<file path="config.mk">
export PLATFORM = sky130hd
export DESIGN_NAME = pkg_idle_resolver
export DESIGN_NICKNAME = d
export VERILOG_FILES = /design/src/rtl/pkg_idle_resolver.sv
export SDC_FILE = /design/constraint.sdc
export NUM_CORES = 1
export LEC_CHECK = 0
export CORE_UTILIZATION = 50
export DETAILED_ROUTE_END_ITERATION = 6
export PLACE_DENSITY = 0.84
export SLEW_MARGIN = 10
export SYNTH_ARGS = -nofsm -noshare
export SYNTH_HDL_FRONTEND = slang
export SYNTH_SLANG_ARGS = --single-unit
</file>
<file path="constraint.sdc">
create_clock -name clk -period 13.02 [get_ports clk]
set_input_delay 3.906 -clock clk [delete_from_list [all_inputs] [get_ports clk]]
set_output_delay 3.906 -clock clk [all_outputs]
set_load 0.01 [all_outputs]
</file>
<file path="src/rtl/pkg_idle_resolver.sv">
module pkg_idle_resolver #(
  parameter int NCORE = 4,
  parameter int IDW = (NCORE > 1) ? $clog2(NCORE) : 1
) (
  input  logic               clk,
  input  logic               rst_n,
  input  logic [3*NCORE-1:0] core_req,
  input  logic [2:0]         plat_limit,
  input  logic               hold_req,
  input  logic [2:0]         hold_state,
  input  logic               demote_en,
  input  logic               demote_hint,
  input  logic               brk_core,
  input  logic               brk_masked,
  input  logic [IDW-1:0]     brk_id,
  input  logic               brk_mem,
  output logic [2:0]         pkg_state,
  output logic [NCORE-1:0]   core_wake,
  output logic               mem_grant
);
  logic [2:0] min_req, demoted, hold_cap, ceiling, target, ret_target, prev_q;
  logic       ret_q;

  always_comb begin
    min_req = 3'd7;
    for (int i = 0; i < NCORE; i++)
      if (core_req[3*i +: 3] < min_req) min_req = core_req[3*i +: 3];
  end

  assign demoted    = (demote_en && demote_hint && min_req != 3'd0 && min_req != 3'd7)
                      ? min_req + 3'd1 : min_req;
  assign hold_cap   = hold_req ? hold_state : 3'd7;
  assign ceiling    = (plat_limit < hold_cap) ? plat_limit : hold_cap;
  assign target     = (demoted < ceiling) ? demoted : ceiling;
  assign ret_target = (prev_q < hold_cap) ? prev_q : hold_cap;

  always_ff @(posedge clk) begin
    if (!rst_n) begin
      pkg_state <= 3'd0;
      prev_q    <= 3'd0;
      ret_q     <= 1'b0;
      core_wake <= '0;
      mem_grant <= 1'b0;
    end else begin
      core_wake <= '0;
      mem_grant <= brk_mem;
      if (brk_core) begin
        if (32'(brk_id) < NCORE) core_wake[brk_id] <= 1'b1;
        pkg_state <= 3'd0;
        ret_q     <= brk_masked;
      end else if (brk_mem) begin
        pkg_state <= 3'd0;
        ret_q     <= 1'b1;
      end else if (ret_q) begin
        pkg_state <= ret_target;
        ret_q     <= 1'b0;
      end else begin
        pkg_state <= target;
        prev_q    <= target;
      end
    end
  end
endmodule


</file>
==> run_results.csv <==
group,metric,value,unit
cts,cts_setup_buffers,0,
route,viasPerCell,5.42,
route,wl,2.48,mm
global_routing,grt_pass1_wl,4.32,mm
setup_path,rr_worst_depth,7,
sta,drv_slew,0,
global_routing,grt_antenna_before_repair,0,
power,power.leakage,0.000718,uW
status,status,"complete, no violations",
synth,synth.yosys.seq_area_share,20.2,%
setup_path,startpoint_type,"primary input",
power,ir_drop,0.0000820,V
final_layout,final_nets,234,
route,drc,0,
cts,root_buffer,"clkbuf_4",
min_path,min-delay-start,"prev_q[0]$_SDFFE_PN0P_",
cts,cts.clk_slew.worst_paths,0.07,ns
setup_path,cp.required,13.15,ns
power,sw_frac_of_total,32.8,%
route,routedWlPerCell,11.5,um
synth,synthCells,151,
final_layout,nFillCells,176,
cts,clock_path_buffers,2,
cts,cts-buffers-inserted,3,
synth,async_flop_share,0,%
power,p_int,82.8,uW
synth,synth-seq-cells,12,
cts,ctsHoldBuffers,0,
cts,cts_resized,0,
route,drtPass1Iterations,4,
cts,h-tree-depth,1,
sta,clock_skew,0.000256,ns
sta,fmax,0.115,GHz
synth,synth_edf_count,0,
synth,netlist_area,1190,sq um
sta,finalHoldViolCount,0,
global_routing,overflow,0,
floorplan,die_h,50.7,um
setup_path,arrival,8.86,ns
final_layout,diodes,0,
setup_path,end_kind,"register",
cts,cts_sinks,12,
sta,final.setup.tns,0,ns
sta,rsz0062_at_grt,"no",
route,final_antenna_net_count,0,
job,maxCapViolations,0,
cts,insertion_delay,0.27,ns
synth,syn_area_per_cell,7.86,sq um
setup_path,r2r_slack,11.27,ns
setup_path,r2r_start,"prev_q[1]$_SDFFE_PN0P_",
floorplan,rows,17,
synth,yosys.area.top_type,"dfxtp_1",
min_path,min_path_type,"reg2reg",
floorplan,io_pins,36,
power,clkPwrFrac,23.0,%
synth,ys.flop_type,"dfxtp_1",
synth,synth_top_area_share,20.2,%
floorplan,start_util,53.2,%
final_layout,layout-drive-gt1-share,9.04,%
power,cellPowerDensity,77.0,nW/um^2
min_path,worstHoldEndpoint,"prev_q[0]$_SDFFE_PN0P_",
floorplan,die_w,50.7,um
sta,fin_crit_sh,67.0,%
place,portBuffers,35,
cts,cts_tree,"yes",
synth,synth_cell_types,39,
min_path,hold_path_depth,2,
synth,yosysWarnings,0,
floorplan,core,2230,sq um
setup_path,crit_fanout,7,
global_routing,track_usage,21.4,%
sta,setup_viol_count_final,0,
sta,fin_crit,8.73,ns
global_routing,grt_max_degree,10,
place,dp_cells,212,
route,vias,1170,
setup_path,criticalPathCategory,"in2reg",
power,p_comb_share,44.9,%
final_layout,area_growth,34.9,%
final_layout,finalNonFillerCells,216,
route,drtIter0Drc,21,
setup_path,r2r_end,"pkg_state[1]$_SDFF_PP0_",
place,place_hpwl,2.13,mm
synth,synth_nets,196,
place,place_congestion,0.788,
synth,synth_area_leaders,"dfxtp_1 20%, ha_1 18%, inv_1 5.7%, nor2_1 5.4%, a21oi_1 4.2%",
power,power_switching,40.4,uW
sta,slew_headroom,63.2,%
sta,worstMarginPinSlew,0.538,ns
floorplan,dieArea,2570,sq um
power,pwr-share-seq,32.1,%
global_routing,grt_pass1_vias,1147,
[cells in the final DEF (no fill, tap or decap), drive strengths merged, types with 2 or more instances in the layout]
master and instances:
nor2 17, a2111oi 2, dfxtp 12, a21o 5, o31ai 2, nor2b 5
mux2i 5, inv 18, and2 3, o21ai 7, a211o 2, nand2b 6
nor3 4, o22ai 5, clkbuf 4, nand3 5, clkdlybuf4s50 35, ha 17
a211oi 2, a221oi 2, nand2 7, a21oi 11
[through the flow]
step / setup slack (ns) / util, % / power (uW) / hold WS, ns / instance area [sq um]
after floorplan: 4.88 / - / 77.0 / 0.460 / 1190
after global placement: 4.19 / 70.1 / 92.6 / 0.481 / 1570
after detailed placement: 4.00 / 70.1 / 95.6 / 0.494 / 1570
after CTS: 4.29 / 71.7 / 124 / 0.504 / 1600
after global routing: 3.80 / 71.7 / 132 / 0.527 / 1600
final: 4.29 / 71.7 / 123 / 0.507 / 1600
[cells by family (layout without fill, tap and decap cells)]
group | after synthesis | in the layout | synth area share (%)
AOI/OAI and AO/OA | 42 | 42 | 26.0
DFF | 12 | 12 | 20.2
adders and majority gates | 17 | 17 | 17.9
xor gates and xnor gates | 1 | 1 | 0.738
buffers and inverters | 20 | 57 | 6.32
and+or+nand+nor | 53 | 53 | 23.6
muxes | 6 | 6 | 5.16
[state kept, by name (all words and copies together), names as in the netlist]
register / cells
mem_grant: 1
core_wake: 4
pkg_state: 3
prev_q: 3
ret_q: 1
[critical path, cell delays in order]
cell,delay [ns]
clkdlybuf4s50_1,0.44
ha_1,0.23
ha_1,0.28
nor2b_1,0.16
o22ai_1,0.27
ha_1,0.32
a21oi_1,0.15
nor2_1,0.05
nor2_1,0.08
o22ai_1,0.09
a221oi_2,0.29
inv_1,0.09
ha_1,0.20
ha_1,0.16
nand4b_1,0.37
mux2i_1,0.31
inv_1,0.07
ha_1,0.33
a21oi_1,0.20
nand3_1,0.09
or3_1,0.33
nand3_2,0.08
mux2i_1,0.24
a21oi_1,0.10
[worst max path at each step]
stage | start | to | slack [ns] | cells past startpoint
5_1_grt | core_req[5] | prev_q[1]$_SDFFE_PN0P_ | 3.80 | 25
4_1_cts | core_req[5] | prev_q[1]$_SDFFE_PN0P_ | 4.29 | 24
2_1_floorplan | core_req[2] | prev_q[1]$_SDFFE_PN0P_ | 4.88 | 24
6_report | core_req[5] | prev_q[1]$_SDFFE_PN0P_ | 4.29 | 24
3_5_place_dp | core_req[5] | prev_q[1]$_SDFFE_PN0P_ | 4.00 | 24
3_3_place_gp | core_req[5] | prev_q[1]$_SDFFE_PN0P_ | 4.19 | 24
[power by group through the flow]
stage                     clock [uW]  sequential (uW)  combinational [uW]
after floorplan                    0             40.6                36.4
after global placement             0             40.3                52.3
after detailed placement           0             40.3                55.2
after CTS                       29.1             39.5                55.5
after global routing            30.8             39.7                62.0
final                           28.4             39.5                55.3
[layer usage]
layer  wire (um)  up-vias  global-route usage, %
li1            -      614                      -
met1        1080      521                   22.9
met2        1300       33                   42.2
met3          93        2                   4.85
met4          17        0                   3.70
met5           0        -                      0
[final cells by class]
type	count	area, sq um	share of cell area, %
clock buffer	4	36.3	2.27
inverter	18	67.6	4.22
multi-input combinational	119	872	54.5
sequential	12	240	15.0
tap	28	35.0	2.19
timing repair buffer	35	350	21.9
[synth_stat cells, types with 3 or more instances]
library cell and number:
nand2_1 7, nand2b_1 6, a21oi_1 10, nor2_1 17, dfxtp_1 12, o21ai_0 4
o21ai_1 3, ha_1 17, nand3_1 3, inv_1 18, o22ai_1 4, nor3_1 4
a21o_1 5, mux2i_1 5, nor2b_1 5
Note: power is estimated with default switching activity, not from simulation.
